==> config.mk <==
export PLATFORM = sky130hd
export DESIGN_NAME = static_bus_target
export DESIGN_NICKNAME = d
export VERILOG_FILES = /design/src/rtl/sbt_pkg.sv /design/src/rtl/sbt_input_stage.sv /design/src/rtl/sbt_region_decode.sv /design/src/rtl/sbt_access_fsm.sv /design/src/rtl/static_bus_target.sv
export SDC_FILE = /design/constraint.sdc
export NUM_CORES = 1
export LEC_CHECK = 0
export CAP_MARGIN = 10
export CORE_UTILIZATION = 41
export CTS_BUF_LIST = sky130_fd_sc_hd__clkbuf_4 sky130_fd_sc_hd__clkbuf_8
export CTS_CLUSTER_DIAMETER = 150
export CTS_CLUSTER_SIZE = 25
export DETAILED_ROUTE_END_ITERATION = 10
export PLACE_DENSITY_LB_ADDON = 0.2
export SLEW_MARGIN = 20
export SYNTH_ARGS = -nofsm -noshare
export SYNTH_HDL_FRONTEND = slang
export SYNTH_SLANG_ARGS = --single-unit
==> constraint.sdc <==
create_clock -name clk -period 6.8 [get_ports clk]
set_input_delay 2.04 -clock clk [delete_from_list [all_inputs] [get_ports clk]]
set_output_delay 2.04 -clock clk [all_outputs]
set_load 0.05 [all_outputs]
==> src/rtl/sbt_pkg.sv <==
`timescale 1ns/1ps
package sbt_pkg;
  typedef enum logic [1:0] {
    ST_IDLE = 2'd0,
    ST_BUSY = 2'd1,
    ST_HOLD = 2'd2
  } sbt_state_e;
endpackage

==> src/rtl/sbt_input_stage.sv <==
`timescale 1ns/1ps
// Fixed-depth register chain for bus inputs; exposes the last stage and a
// narrow tap of the stage before it.
module sbt_input_stage #(
  parameter int unsigned W      = 8,
  parameter int unsigned STAGES = 2,
  parameter int unsigned TAP_W  = 1,
  parameter logic [W-1:0] RST_VAL = '0
) (
  input  logic             clk,
  input  logic             rst_n,
  input  logic [W-1:0]     d,
  output logic [W-1:0]     q,
  output logic [TAP_W-1:0] prev_tap
);
  logic [W-1:0] pipe [STAGES];

  for (genvar s = 0; s < STAGES; s++) begin : g_stage
    if (s == 0) begin : g_first
      always_ff @(posedge clk or negedge rst_n) begin
        if (!rst_n) pipe[s] <= RST_VAL;
        else        pipe[s] <= d;
      end
    end else begin : g_next
      always_ff @(posedge clk or negedge rst_n) begin
        if (!rst_n) pipe[s] <= RST_VAL;
        else        pipe[s] <= pipe[s-1];
      end
    end
  end

  assign q        = pipe[STAGES-1];
  assign prev_tap = pipe[STAGES-2][TAP_W-1:0];
endmodule

==> src/rtl/sbt_region_decode.sv <==
`timescale 1ns/1ps
// Select decode: single active select -> index, bank presence, minimum length.
module sbt_region_decode #(
  parameter int unsigned CS_W   = 3,
  parameter int unsigned RIDX_W = 2,
  parameter int unsigned CNT_W  = 4,
  parameter logic [CS_W-1:0]       MAPPED    = 3'b011,
  parameter logic [CS_W*CNT_W-1:0] MIN_CYC   = {4'd5, 4'd7, 4'd5},
  parameter logic [CNT_W-1:0]      UNDEC_MIN = 4'd5
) (
  input  logic [CS_W-1:0]   cs_act,
  output logic              any_sel,
  output logic [RIDX_W-1:0] idx,
  output logic              decoded,
  output logic [CNT_W-1:0]  min_len
);
  logic single;

  always_comb begin
    idx = '0;
    for (int i = 0; i < CS_W; i++) begin
      if (cs_act[i]) idx = RIDX_W'(i);
    end
  end

  assign any_sel = |cs_act;
  assign single  = any_sel && ((cs_act & (cs_act - 1'b1)) == '0);
  assign decoded = single && MAPPED[idx];
  assign min_len = decoded ? MIN_CYC[idx*CNT_W +: CNT_W] : UNDEC_MIN;
endmodule

==> src/rtl/sbt_access_fsm.sv <==
`timescale 1ns/1ps
// Access sequencer: internal request, length enforcement, wait and read data.
module sbt_access_fsm
  import sbt_pkg::*;
#(
  parameter int unsigned ADDR_W   = 12,
  parameter int unsigned DATA_W   = 32,
  parameter int unsigned RIDX_W   = 2,
  parameter int unsigned CNT_W    = 4,
  parameter int unsigned PIPE_LAT = 2
) (
  input  logic              clk,
  input  logic              rst_n,
  input  logic              any_sel,
  input  logic              rd_seen,
  input  logic              wr_seen,
  input  logic              st_dec,
  input  logic [RIDX_W-1:0] st_idx,
  input  logic [CNT_W-1:0]  st_min,
  input  logic [ADDR_W-1:0] st_addr,
  input  logic [DATA_W-1:0] st_wdata,
  input  logic              reg_ack,
  input  logic [DATA_W-1:0] reg_rdata,
  output logic              reg_req,
  output logic              reg_wr,
  output logic [RIDX_W-1:0] reg_region,
  output logic [ADDR_W-1:0] reg_addr,
  output logic [DATA_W-1:0] reg_wdata,
  output logic              bus_wait_n,
  output logic [DATA_W-1:0] bus_rdata
);
  localparam logic [CNT_W-1:0] START_CNT = CNT_W'(PIPE_LAT);

  sbt_state_e        state_q, state_d;
  logic [CNT_W-1:0]  cnt_q, cnt_d;
  logic [CNT_W-1:0]  min_q, min_d;
  logic              dec_q, dec_d;
  logic              wr_q, wr_d;
  logic              acked_q, acked_d;
  logic [RIDX_W-1:0] idx_q, idx_d;
  logic [ADDR_W-1:0] addr_q, addr_d;
  logic [DATA_W-1:0] wdata_q, wdata_d;
  logic [DATA_W-1:0] cap_q, cap_d;
  logic [DATA_W-1:0] rdata_q, rdata_d;
  logic              ack_now, done, len_ok;

  assign reg_req    = (state_q == ST_BUSY) && dec_q && !acked_q;
  assign ack_now    = reg_req && reg_ack;
  assign len_ok     = ({1'b0, cnt_q} + 1'b1) >= {1'b0, min_q};
  assign done       = (state_q == ST_BUSY) && (acked_q || ack_now) && len_ok;
  assign bus_wait_n = (state_q != ST_BUSY);
  assign bus_rdata  = rdata_q;
  assign reg_wr     = wr_q;
  assign reg_region = idx_q;
  assign reg_addr   = addr_q;
  assign reg_wdata  = wdata_q;

  always_comb begin
    state_d = state_q;
    cnt_d   = cnt_q;
    min_d   = min_q;
    dec_d   = dec_q;
    wr_d    = wr_q;
    acked_d = acked_q;
    idx_d   = idx_q;
    addr_d  = addr_q;
    wdata_d = wdata_q;
    cap_d   = cap_q;
    rdata_d = rdata_q;
    unique case (state_q)
      ST_IDLE: begin
        if (any_sel && (rd_seen || wr_seen)) begin
          state_d = ST_BUSY;
          cnt_d   = START_CNT;
          min_d   = st_min;
          dec_d   = st_dec;
          wr_d    = wr_seen;
          acked_d = !st_dec;
          idx_d   = st_idx;
          addr_d  = st_addr;
          wdata_d = st_wdata;
        end
      end
      ST_BUSY: begin
        if (cnt_q != '1) cnt_d = cnt_q + 1'b1;
        if (ack_now) begin
          acked_d = 1'b1;
          cap_d   = reg_rdata;
        end
        if (done) begin
          state_d = ST_HOLD;
          if (dec_q && !wr_q) rdata_d = ack_now ? reg_rdata : cap_q;
          else                rdata_d = '0;
        end
      end
      ST_HOLD: begin
        if (!any_sel) state_d = ST_IDLE;
      end
      default: state_d = ST_IDLE;
    endcase
  end

  always_ff @(posedge clk or negedge rst_n) begin
    if (!rst_n) begin
      state_q <= ST_IDLE;
      cnt_q   <= '0;
      min_q   <= '0;
      dec_q   <= 1'b0;
      wr_q    <= 1'b0;
      acked_q <= 1'b0;
      idx_q   <= '0;
      addr_q  <= '0;
      wdata_q <= '0;
      cap_q   <= '0;
      rdata_q <= '0;
    end else begin
      state_q <= state_d;
      cnt_q   <= cnt_d;
      min_q   <= min_d;
      dec_q   <= dec_d;
      wr_q    <= wr_d;
      acked_q <= acked_d;
      idx_q   <= idx_d;
      addr_q  <= addr_d;
      wdata_q <= wdata_d;
      cap_q   <= cap_d;
      rdata_q <= rdata_d;
    end
  end

  // Independent measure of how long wait has been low, for the length check.
  logic [7:0] lo_cnt_q;
  always_ff @(posedge clk or negedge rst_n) begin
    if (!rst_n)           lo_cnt_q <= '0;
    else if (bus_wait_n)  lo_cnt_q <= '0;
    else if (lo_cnt_q != '1) lo_cnt_q <= lo_cnt_q + 1'b1;
  end

  // wait never released before the region minimum has elapsed
  a_r2_min_length: assert property (@(posedge clk) disable iff (!rst_n)
    $rose(bus_wait_n) |-> (lo_cnt_q + 8'd2 >= {{(8-CNT_W){1'b0}}, min_q}));

  // a pending internal request always stalls the bus
  a_r4_wait_while_req: assert property (@(posedge clk) disable iff (!rst_n)
    reg_req |-> !bus_wait_n);

  // request held until acknowledged
  a_r8_req_held: assert property (@(posedge clk) disable iff (!rst_n)
    (reg_req && !reg_ack) |=> reg_req);

  // request fields steady while unacknowledged
  a_r8_req_stable: assert property (@(posedge clk) disable iff (!rst_n)
    (reg_req && !reg_ack) |=> ($stable(reg_addr) && $stable(reg_wdata) &&
                               $stable(reg_wr) && $stable(reg_region)));

  // an access with no register bank completes with zero data
  a_r7_undec_zero: assert property (@(posedge clk) disable iff (!rst_n)
    ($rose(bus_wait_n) && !dec_q) |-> (bus_rdata == '0));
endmodule

==> src/rtl/static_bus_target.sv <==
`timescale 1ns/1ps
module static_bus_target #(
  parameter int unsigned CS_W      = 3,
  parameter int unsigned ADDR_W    = 12,
  parameter int unsigned DATA_W    = 32,
  parameter int unsigned CNT_W     = 4,
  parameter int unsigned STAGES    = 2,
  parameter logic [CS_W-1:0]       MAPPED    = 3'b011,
  parameter logic [CS_W*CNT_W-1:0] MIN_CYC   = {4'd5, 4'd7, 4'd5},
  parameter logic [CNT_W-1:0]      UNDEC_MIN = 4'd5,
  localparam int unsigned RIDX_W = (CS_W > 1) ? $clog2(CS_W) : 1
) (
  input  logic              clk,
  input  logic              rst_n,
  input  logic [CS_W-1:0]   bus_cs_n,
  input  logic              bus_oe_n,
  input  logic              bus_we_n,
  input  logic [ADDR_W-1:0] bus_addr,
  input  logic [DATA_W-1:0] bus_wdata,
  output logic [DATA_W-1:0] bus_rdata,
  output logic              bus_wait_n,
  input  logic              fb_clk_in,
  output logic              fb_clk_out,
  output logic              reg_req,
  output logic              reg_wr,
  output logic [RIDX_W-1:0] reg_region,
  output logic [ADDR_W-1:0] reg_addr,
  output logic [DATA_W-1:0] reg_wdata,
  input  logic              reg_ack,
  input  logic [DATA_W-1:0] reg_rdata
);
  localparam int unsigned PW = CS_W + 2 + ADDR_W + DATA_W;
  localparam logic [PW-1:0] PIPE_RST = {{(CS_W+1){1'b1}}, {(ADDR_W+DATA_W){1'b0}}, 1'b1};

  // Returned clock copy: forwarded only, never used as a clock here.
  assign fb_clk_out = fb_clk_in;

  // Reset: asserted asynchronously, released on the bus clock.
  logic rst_meta_q, rst_sync_q;
  always_ff @(posedge clk or negedge rst_n) begin
    if (!rst_n) begin
      rst_meta_q <= 1'b0;
      rst_sync_q <= 1'b0;
    end else begin
      rst_meta_q <= 1'b1;
      rst_sync_q <= rst_meta_q;
    end
  end

  logic [PW-1:0] pipe_in, pipe_out;
  logic          we_prev_n;
  assign pipe_in = {bus_cs_n, bus_oe_n, bus_addr, bus_wdata, bus_we_n};

  sbt_input_stage #(
    .W(PW), .STAGES(STAGES), .TAP_W(1), .RST_VAL(PIPE_RST)
  ) u_in (
    .clk(clk), .rst_n(rst_sync_q), .d(pipe_in), .q(pipe_out), .prev_tap(we_prev_n)
  );

  logic [CS_W-1:0]   s_cs_n;
  logic              s_oe_n, s_we_n;
  logic [ADDR_W-1:0] s_addr;
  logic [DATA_W-1:0] s_wdata;
  assign {s_cs_n, s_oe_n, s_addr, s_wdata, s_we_n} = pipe_out;

  logic              any_sel, st_dec, rd_seen, wr_seen;
  logic [RIDX_W-1:0] st_idx;
  logic [CNT_W-1:0]  st_min;

  sbt_region_decode #(
    .CS_W(CS_W), .RIDX_W(RIDX_W), .CNT_W(CNT_W),
    .MAPPED(MAPPED), .MIN_CYC(MIN_CYC), .UNDEC_MIN(UNDEC_MIN)
  ) u_dec (
    .cs_act(~s_cs_n), .any_sel(any_sel), .idx(st_idx),
    .decoded(st_dec), .min_len(st_min)
  );

  // Write needs the strobe low in both of the last two samples.
  assign wr_seen = !s_we_n && !we_prev_n;
  assign rd_seen = !s_oe_n && s_we_n;

  sbt_access_fsm #(
    .ADDR_W(ADDR_W), .DATA_W(DATA_W), .RIDX_W(RIDX_W),
    .CNT_W(CNT_W), .PIPE_LAT(STAGES)
  ) u_fsm (
    .clk(clk), .rst_n(rst_sync_q),
    .any_sel(any_sel), .rd_seen(rd_seen), .wr_seen(wr_seen),
    .st_dec(st_dec), .st_idx(st_idx), .st_min(st_min),
    .st_addr(s_addr), .st_wdata(s_wdata),
    .reg_ack(reg_ack), .reg_rdata(reg_rdata),
    .reg_req(reg_req), .reg_wr(reg_wr), .reg_region(reg_region),
    .reg_addr(reg_addr), .reg_wdata(reg_wdata),
    .bus_wait_n(bus_wait_n), .bus_rdata(bus_rdata)
  );

  // a write request only follows two consecutive low write-strobe samples
  a_r5_write_two_samples: assert property (@(posedge clk) disable iff (!rst_n)
    ($rose(reg_req) && reg_wr) |-> (!$past(bus_we_n, 2) && !$past(bus_we_n, 3)));
endmodule

# ---- After elaboration in Yosys (flattened, before gate mapping)
# Index checks and enable logic that the tools add are counted.
dict set report word_totals {
  regBits 223
  latch_bits 0
  mem_bits_rw 0
  romBits 0
  memories 0
}
dict set report classes {
  n_addsub 3
  multipliers 0
  div 0
  order_cmp 2
  n_eq_ne 9
  n_shift 1
  mux 17
  bitwise_logic 2
  n_reduce_logical 28
}
# operator n
set op_table {}
lappend op_table {{$mux W32} 2}
lappend op_table {{$mux W4} 3}
lappend op_table {{$shiftx A12 B5 Y4 const A} 1}
lappend op_table {{$logic_and A1 B1 Y1} 11}
lappend op_table {{$reduce_and A3 Y1} 3}
lappend op_table {{$mux W2} 4}
lappend op_table {{$ne A2 B1 Y1 const B} 4}
lappend op_table {{$pmux W4 S2} 1}
lappend op_table {{$logic_not A1 Y1} 6}
lappend op_table {{$pmux W2 S3} 1}
lappend op_table {{$add A4 B1 Y5 const B} 1}
lappend op_table {{$ge A5 B4 Y1} 1}
lappend op_table {{$add A4 B1 Y4 const B} 1}
lappend op_table {{$mux W1} 4}
lappend op_table {{$ne A2 B2 Y1 const B} 2}
lappend op_table {{$ne A4 B4 Y1 const B} 1}
lappend op_table {{$reduce_and A2 Y1} 2}
lappend op_table {{$and A3 B3 Y3} 1}
lappend op_table {{$logic_not A3 Y1} 1}
lappend op_table {{$lt A2 B3 Y1 const B} 1}
lappend op_table {{$not A3 Y3} 1}
lappend op_table {{$reduce_or A3 Y1} 1}
lappend op_table {{$sub A3 B1 Y3 const B} 1}
lappend op_table {{$bmux W1 S2} 1}
lappend op_table {{6 further kinds} 7}

# ---- Depth between registers and ports, before layout
# Gate-level depths: netlist of run 1.
dict set report logic_depth {
  depth_word 9
  ltp_mapped 9
}

# ---- Cells and area by module
# From an unflattened synthesis of run 1, not the netlist that was laid out.
dict set report hier_totals {
  hier_cells 617
  hier_area_um2 8055.2
}
# module n_inst cells_each area_per_inst_um2 seq_area_each_um2
set by_module_without_submodules {}
lappend by_module_without_submodules {sbt_access_fsm 1 450 5058.6 3078.0}
lappend by_module_without_submodules {sbt_input_stage 1 147 2832.7 2464.9}
lappend by_module_without_submodules {static_bus_target 1 9 90.1 50.0}
lappend by_module_without_submodules {sbt_region_decode 1 11 73.8 0.0}

# ---- Worst setup path before layout of run 1
# Ideal clock, no wire load.
dict set report synth_timing {
  path_kind {input port to output port}
  start {input port fb_clk_in}
  end {output port fb_clk_out}
  arrival_ns 2.210
  path_slack_ns 2.550
  stages 1
  path_buffers 1
  path_cell_list {buf_4}
}
# item line_no
set synth_rtl {}
lappend synth_rtl {{start, declared} static_bus_target.sv:22} ;# input logic fb_clk_in,
lappend synth_rtl {{end, declared} static_bus_target.sv:23} ;# output logic fb_clk_out,
# No word-level cell between the ends.

# ---- Final worst setup path of run 1
dict set report layout_timing {
  start {register u_fsm.acked_q}
  end {output port reg_req}
}
dict set report layout_between {
  elab_chain_cells 2
}
# item line_no
set layout_lines {}
lappend layout_lines {{start, declared} sbt_access_fsm.sv:39} ;# logic acked_q, acked_d;
lappend layout_lines {{start signal, assigned} sbt_access_fsm.sv:122} ;# acked_q <= acked_d;
lappend layout_lines {{$logic_not A1 Y1} sbt_access_fsm.sv:47} ;# assign reg_req = (state_q == ST_BUSY) && dec_q && !acked_q;
lappend layout_lines {{$logic_and A1 B1 Y1} sbt_access_fsm.sv:47}
lappend layout_lines {{end, declared} static_bus_target.sv:24} ;# output logic reg_req,
# No other way between the ends.

==> results of run 1 <==
[power breakdown]
part	switching (uW)	internal, uW
registers	165	1630
clock network	376	233
logic	1180	643
total	1720	2510
[sequential cells by signal, summed over array words and instances (netlist names)]
register,flops
rst_meta_q,1
u_fsm.reg_wr,1
rst_sync_q,1
u_fsm.dec_q,1
u_fsm.reg_addr,12
u_fsm.acked_q,1
u_fsm.cnt_q,4
u_fsm.cap_q,32
u_in.q,49
u_fsm.min_q,2
u_fsm.state_q,2
u_fsm.reg_wdata,32
u_in.prev_tap,1
u_in.pipe,48
u_fsm.reg_region,2
u_fsm.bus_rdata,32
[per-layer routing]
| metal | up-vias | global-route usage (%) | routed length, um |
|---|---|---|---|
| met5 | - | 0 | 0 |
| met4 | 0 | 3.76 | 216 |
| met3 | 15 | 3.79 | 952 |
| met2 | 136 | 25.3 | 7020 |
| met1 | 2394 | 22.4 | 7250 |
| li1 | 2300 | - | - |
[cells in the mapped netlist (2+ instances only)]
master                     number
sky130_fd_sc_hd__a21o_1         3
sky130_fd_sc_hd__or2_1         30
sky130_fd_sc_hd__ha_1           4
sky130_fd_sc_hd__xor2_1         2
sky130_fd_sc_hd__nand2_1      138
sky130_fd_sc_hd__buf_12         3
sky130_fd_sc_hd__nor2_1         4
sky130_fd_sc_hd__nand3_1        2
sky130_fd_sc_hd__buf_2          7
sky130_fd_sc_hd__nand2b_1       2
sky130_fd_sc_hd__or2_2          2
sky130_fd_sc_hd__a21boi_0      30
sky130_fd_sc_hd__and3_1        33
sky130_fd_sc_hd__nor2b_1        2
sky130_fd_sc_hd__o21ai_1       15
sky130_fd_sc_hd__dfrtp_1      211
sky130_fd_sc_hd__clkbuf_1      21
sky130_fd_sc_hd__mux2i_1       35
sky130_fd_sc_hd__inv_1         35
sky130_fd_sc_hd__a21boi_1       2
sky130_fd_sc_hd__dfstp_2       10
sky130_fd_sc_hd__o21ai_0       24
sky130_fd_sc_hd__a21oi_1        2
[how the worst max path moves through the flow]
stage | endpoint | cells past startpoint | start
finish | reg_req | 2 | u_fsm.acked_q
global route | reg_req | 2 | u_fsm.state_q[1]
CTS | reg_req | 2 | u_fsm.acked_q
detailed placement | u_fsm.bus_rdata[27] | 5 | reg_ack
global placement | u_fsm.bus_rdata[18] | 5 | reg_ack
floorplan | u_fsm.acked_q | 0 | rst_sync_q
[per-stage QoR]
stage / setup slack [ns] / cells / utilization (%) / instance area (um2)
final: 2.12 / 1018 / 52.9 / 9900
after global routing: 1.98 / 1018 / 52.9 / 9900
after CTS: 2.07 / 1016 / 52.7 / 9860
after detailed placement: 1.97 / 999 / 51.5 / 9630
after global placement: 2.16 / 999 / 51.5 / 9630
after floorplan: 0.203 / 632 / - / 7840
[layout make-up]
class / instances / area (um2) / share of cell area, %
Clock buffer: 16 / 201 / 2.03
Clock inverter: 1 / 30.0 / 0.303
Inverter: 35 / 131 / 1.33
Multi-Input combinational cell: 342 / 1990 / 20.1
Sequential cell: 221 / 5550 / 56.0
Tap cell: 234 / 293 / 2.96
Timing Repair Buffer: 169 / 1710 / 17.3
[worst max-delay path, cell delays in order (launching register included)]
cell and delay (ns):
sky130_fd_sc_hd__dfrtp_1 0.42, sky130_fd_sc_hd__and4bb_4 0.80, sky130_fd_sc_hd__clkdlybuf4s50_1 0.93
[cells in the final DEF, fill, tap and decap left out, types with 3 or more instances in the layout]
cell type	n
sky130_fd_sc_hd__clkdlybuf4s50_1	163
sky130_fd_sc_hd__clkbuf_4	3
sky130_fd_sc_hd__a21o_1	3
sky130_fd_sc_hd__or2_1	30
sky130_fd_sc_hd__clkbuf_8	13
sky130_fd_sc_hd__dfstp_2	10
sky130_fd_sc_hd__o21ai_1	15
sky130_fd_sc_hd__inv_1	35
sky130_fd_sc_hd__and3_1	33
sky130_fd_sc_hd__nand2_1	138
sky130_fd_sc_hd__mux2i_1	35
sky130_fd_sc_hd__a21boi_0	30
sky130_fd_sc_hd__nor2_1	4
sky130_fd_sc_hd__dfrtp_1	210
sky130_fd_sc_hd__ha_1	4
sky130_fd_sc_hd__o21ai_0	24
[cells by family (layout without fill, tap and decap cells)]
group / Yosys count / count (layout) / synth area share, %
other cells: 1 / 1 / 0.0478
fa+ha+maj: 4 / 4 / 0.638
flops: 221 / 221 / 70.7
mux: 35 / 35 / 4.47
xor+xnor: 2 / 2 / 0.223
compound gates: 82 / 82 / 6.67
buf+inv: 69 / 221 / 4.18
simple gates: 218 / 218 / 13.1
==> impl_results.rst, run 1 <==
.. list-table::
   :header-rows: 1

   * - Metric
     - Value
   * - Number of hold-repair buffers added at the cts stage
     - 0
   * - Netlist area before placement
     - 0.00784 mm2
   * - Fill cells
     - 1,567
   * - Num Clock Sinks
     - 221
   * - Share of layout cells above drive strength 1
     - 5.36%
   * - Worst Path Arrival
     - 2.64 ns
   * - Highest attainable clock frequency
     - 214 MHz
   * - Clock insertion delay at the later pin of the skew report
     - 0.50 ns
   * - Area growth from synthesis to layout
     - 26.3%
   * - Power density of the placed cells
     - 427 mW/mm2
   * - N_diodes
     - 0
   * - Die Outline Area
     - 0.0197 mm2
   * - Post-synthesis net count
     - 721
   * - Cell count after synthesis
     - 632
   * - Minimum hold slack
     - 0.160 ns
   * - Final total power
     - 4230 uW
   * - Ys flop type
     - sky130_fd_sc_hd__dfrtp_1
   * - Total negative setup slack
     - 0 ns
   * - Number of top-level pins
     - 167
   * - Static leakage power
     - 0.00461 uW
   * - Flop-to-flop setup slack
     - 4.07 ns
   * - Seq/Total Area, Yosys
     - 70.7%
   * - Data required, critical path
     - 4.76 ns
   * - Hold WC Path Type
     - reg2async
   * - Routed length per instance
     - 15.2 um
   * - Antenna violations before repair
     - 0
   * - Final GP Congestion
     - 0.743
   * - Final net count
     - 870
   * - First-pass GRT wire length
     - 25,300 um
   * - Pin count of the biggest net entering global routing
     - 211
   * - Number of port buffers
     - 164
   * - # Max-Cap Violations
     - 0
   * - Number of endpoints failing setup at the final stage
     - 0
   * - Detailed-route via count
     - 4,845
   * - Count of nets left with antenna violations after detail routing
     - 0
   * - Die width
     - 140 um
   * - Number of vias per cell after detailed routing
     - 4.76
   * - Destination of the worst register-to-register timing path
     - u_fsm.bus_rdata[15]
   * - Remaining max-slew budget at the tightest pin
     - 33.1%
   * - Root cell of the clock tree
     - sky130_fd_sc_hd__clkbuf_8
   * - Yosys warnings
     - 0
   * - Post-detailed-placement half-perimeter wirelength
     - 9460 um
   * - Reg-to-Reg Start
     - u_fsm.cnt_q[0]
   * - Number of buffers on the longest clock path
     - 3
   * - Distinct cells, synth
     - 38
   * - Core region area
     - 0.0187 mm2
   * - Clock transition at the register clock pins on the worst setup and hold paths after CTS
     - 0.14 ns
   * - Effective utilization at floorplan
     - 41.9%
   * - Setup crit end kind
     - primary output
   * - Global route total overflow
     - 0
   * - TritonCTS buffer count
     - 12
   * - Total wire length after detailed routing
     - 15,400 um
   * - Area fraction of the dominant cell type after synthesis
     - 67.3%
   * - Depth of the worst register-to-register path
     - 8
   * - RSZ-0062 raised after global routing
     - no
   * - Hold Fails Final Rpt
     - 0
   * - Peak ir drop on the vdd network
     - 0.261 mV
   * - Number of enable-type register cells in the synthesized netlist
     - 0
   * - Largest fanout on the critical path
     - 66
   * - Type of the setup path with the least slack
     - reg2out
   * - Share of the cycle needed by the critical path after routing
     - 68.9%
   * - Detailed Route Iter0 Violations
     - 236
   * - Most area-hungry cell type in the Yosys netlist
     - sky130_fd_sc_hd__dfrtp_1
   * - CTS tree
     - done
   * - Post_cts resized
     - 0
   * - Kind of start point of the critical path
     - register
   * - Actual transition at the worst max-transition pin
     - 1.00 ns
   * - Height of the die
     - 140 um
   * - Vias in the first global route
     - 4,955
   * - Result of the run
     - complete, no violations
   * - Syn Area/Cell
     - 12.4 um2
   * - Aggregate global-route resource usage
     - 16.0%
   * - H-tree levels
     - 1
   * - DRC violations left
     - 0
   * - Count of final max-slew check failures
     - 0
   * - Ranking of synthesized cells by area
     - sky130_fd_sc_hd__dfrtp_1 67%, sky130_fd_sc_hd__nand2_1 6.6%, sky130_fd_sc_hd__mux2i_1 4.5%
   * - FF+latch count, synth
     - 221
   * - Final setup skew
     - 0.0202 ns
   * - Initial DRT Pass Iterations
     - 4
   * - Async S/R FF share, synth
     - 100%
   * - Standard-cell row count
     - 50
   * - Postcts setup bufs
     - 0
   * - Fin crit period
     - 4.68 ns
No activity file was read; power rests on OpenSTA's default activity.
==> run 2: changes to the inputs <==
Clock period 6.8 ns to 3.9 ns, I/O delays scaled along.
==> run 2 against run 1 <==
Effect of this change: register-to-register slack worse by 2.6 ns; critical path depth did not move; clock skew is 0.0056 ns higher; cell count is 0.29% higher; power grew 74%; final area barely moved; global-route usage grew 0.11 points; sequential power up 74%; highest routed layer unchanged.
==> impl_results.rst, run 2 (synthesis results as in run 1) <==
.. list-table::
   :header-rows: 1

   * - Metric
     - Value
   * - Post-detailed-placement half-perimeter wirelength
     - 9920 um
   * - Data required, critical path
     - 2.73 ns
   * - Detailed-route via count
     - 4,832
   * - Static leakage power
     - 0.00462 uW
   * - Leading cell types in the layout, fill and taps excluded
     - 210 x sky130_fd_sc_hd__dfrtp_1, 163 x sky130_fd_sc_hd__clkdlybuf4s50_1, 138 x sky130_fd_sc_hd__nand2_1
   * - Number of endpoints failing setup at the final stage
     - 0
   * - Flop-to-flop setup slack
     - 1.45 ns
   * - Clock insertion delay at the later pin of the skew report
     - 0.50 ns
   * - Effective utilization at floorplan
     - 41.9%
   * - Area growth from synthesis to layout
     - 26.3%
   * - H-tree levels
     - 1
   * - Largest stage delay on the critical path
     - 0.88 ns
   * - Power density of the placed cells
     - 742 mW/mm2
   * - DRC violations left
     - 0
   * - Count of final max-slew check failures
     - 0
   * - Share of layout cells above drive strength 1
     - 5.72%
   * - Final net count
     - 873
   * - Post_cts resized
     - 0
   * - Fin crit period
     - 3.30 ns
   * - Actual transition at the worst max-transition pin
     - 0.983 ns
   * - Number of vias per cell after detailed routing
     - 4.73
   * - Total wire length after detailed routing
     - 15,300 um
   * - Num Clock Sinks
     - 221
   * - Core region area
     - 0.0187 mm2
   * - Flip-flop count of the largest register, all copies and words added
     - 49
   * - # Max-Cap Violations
     - 0
   * - Number of hold-repair buffers added at the cts stage
     - 0
   * - Largest fanout on the critical path
     - 7
   * - First-pass GRT wire length
     - 25,700 um
   * - Type of the setup path with the least slack
     - reg2out
   * - Die width
     - 140 um
   * - Setup crit end kind
     - primary output
   * - Standard-cell row count
     - 50
   * - CTS tree
     - done
   * - Number of buffers on the longest clock path
     - 3
   * - TritonCTS buffer count
     - 12
   * - Root cell of the clock tree
     - sky130_fd_sc_hd__clkbuf_8
   * - RSZ-0062 raised after global routing
     - no
   * - Antenna violations before repair
     - 0
   * - Hold Path Origin
     - u_in.pipe[84]
   * - Global route total overflow
     - 0
   * - Final setup skew
     - 0.0258 ns
   * - Highest attainable clock frequency
     - 303 MHz
   * - Total negative setup slack
     - 0 ns
   * - Detailed Route Iter0 Violations
     - 166
   * - Height of the die
     - 140 um
   * - Setup WS post-layout
     - 0.599 ns
   * - Peak ir drop on the vdd network
     - 0.446 mV
   * - Initial DRT Pass Iterations
     - 4
   * - Number of port buffers
     - 164
   * - Clock transition at the register clock pins on the worst setup and hold paths after CTS
     - 0.15 ns
   * - Final GP Congestion
     - 0.745
   * - Worst Path Arrival
     - 2.13 ns
   * - Kind of start point of the critical path
     - register
   * - Depth of the worst register-to-register path
     - 8
   * - Cell type of the slowest stage on the worst timing path
     - sky130_fd_sc_hd__clkdlybuf4s50_1
   * - Routed length per instance
     - 15.0 um
   * - CP endpoint
     - bus_wait_n
   * - Result of the run
     - complete, no violations
   * - Most common cell after layout, fill and taps aside
     - sky130_fd_sc_hd__dfrtp_1
   * - Share of the cycle needed by the critical path after routing
     - 84.6%
   * - Hold Fails Final Rpt
     - 0
   * - Ordered cell list for the critical path
     - or2b_1 -> clkdlybuf4s50_1
   * - Die Outline Area
     - 0.0197 mm2
   * - Hold WC Path Type
     - reg2reg
   * - Layout Utilization
     - 52.9%
   * - Remaining max-slew budget at the tightest pin
     - 34.5%
   * - Destination of the worst register-to-register timing path
     - u_fsm.bus_rdata[21]
   * - Worst slack at placement
     - 1.14 ns
   * - Aggregate global-route resource usage
     - 16.1%
   * - Count of nets left with antenna violations after detail routing
     - 0
   * - Postcts setup bufs
     - 0
   * - Vias in the first global route
     - 5,117
   * - Worst setup path start
     - u_fsm.state_q[0]
   * - Number of top-level pins
     - 167
   * - Reg-to-Reg Start
     - u_fsm.cnt_q[0]
   * - Pin count of the biggest net entering global routing
     - 94
   * - N_diodes
     - 0
==> run 2: worst min path at each step <==
stage | end | slack, ns | cells after the start
2_1_floorplan | rst_sync_q | 0.33 | 0
3_3_place_gp | u_in.q[43] | 0.33 | 0
3_5_place_dp | u_in.q[1] | 0.34 | 0
4_1_cts | u_in.q[35] | 0.35 | 0
5_1_grt | u_in.q[35] | 0.35 | 0
6_report | u_in.q[35] | 0.35 | 0
==> run 2: cell type report <==
class / count / area (um2)
Inverter: 35 / 131
Clock buffer: 16 / 201
Clock inverter: 1 / 30.0
Timing Repair Buffer: 172 / 1710
Multi-Input combinational cell: 342 / 1990
Tap cell: 234 / 293
Fill cell: 1599 / 8800
Sequential cell: 221 / 5550
==> run 2: routing by layer <==
| metal | up-vias | wire length (um) | GRT usage, % | part of all wire (%) |
|---|---|---|---|---|
| li1 | 2308 | - | - | - |
| met1 | 2382 | 7120 | 22.6 | 46 |
| met2 | 126 | 7000 | 25.7 | 46 |
| met3 | 16 | 1060 | 4.00 | 6.9 |
| met4 | 0 | 153 | 3.01 | 1.0 |
| met5 | - | 0 | 0 | 0 |
==> run 2: per-stage QoR <==
stage          instance area (um2)  hold slack (ns)  power [uW]  cells
6_report                      9900            0.348        7350   1021
5_1_grt                       9900            0.348        7780   1021
4_1_cts                       9900            0.351        7460   1021
3_5_place_dp                  9670            0.336        6370   1004
3_3_place_gp                  9670            0.331        6280   1004
2_1_floorplan                 7840            0.331        5360    632
==> run 2: worst max-delay path: cells and delay by family, from the launching register on <==
family / cells / cell delay, ns
buf+inv: 1 / 0.88
flops: 1 / 0.42
simple gates: 1 / 0.32
==> run 2: report_power, final <==
part           leakage, uW  internal, uW  switching, uW  total, uW
clock             0.000121           405            650       1060
sequential         0.00273          2850            294       3140
combinational      0.00176          1120           2040       3150
total              0.00462          4370           2980       7350
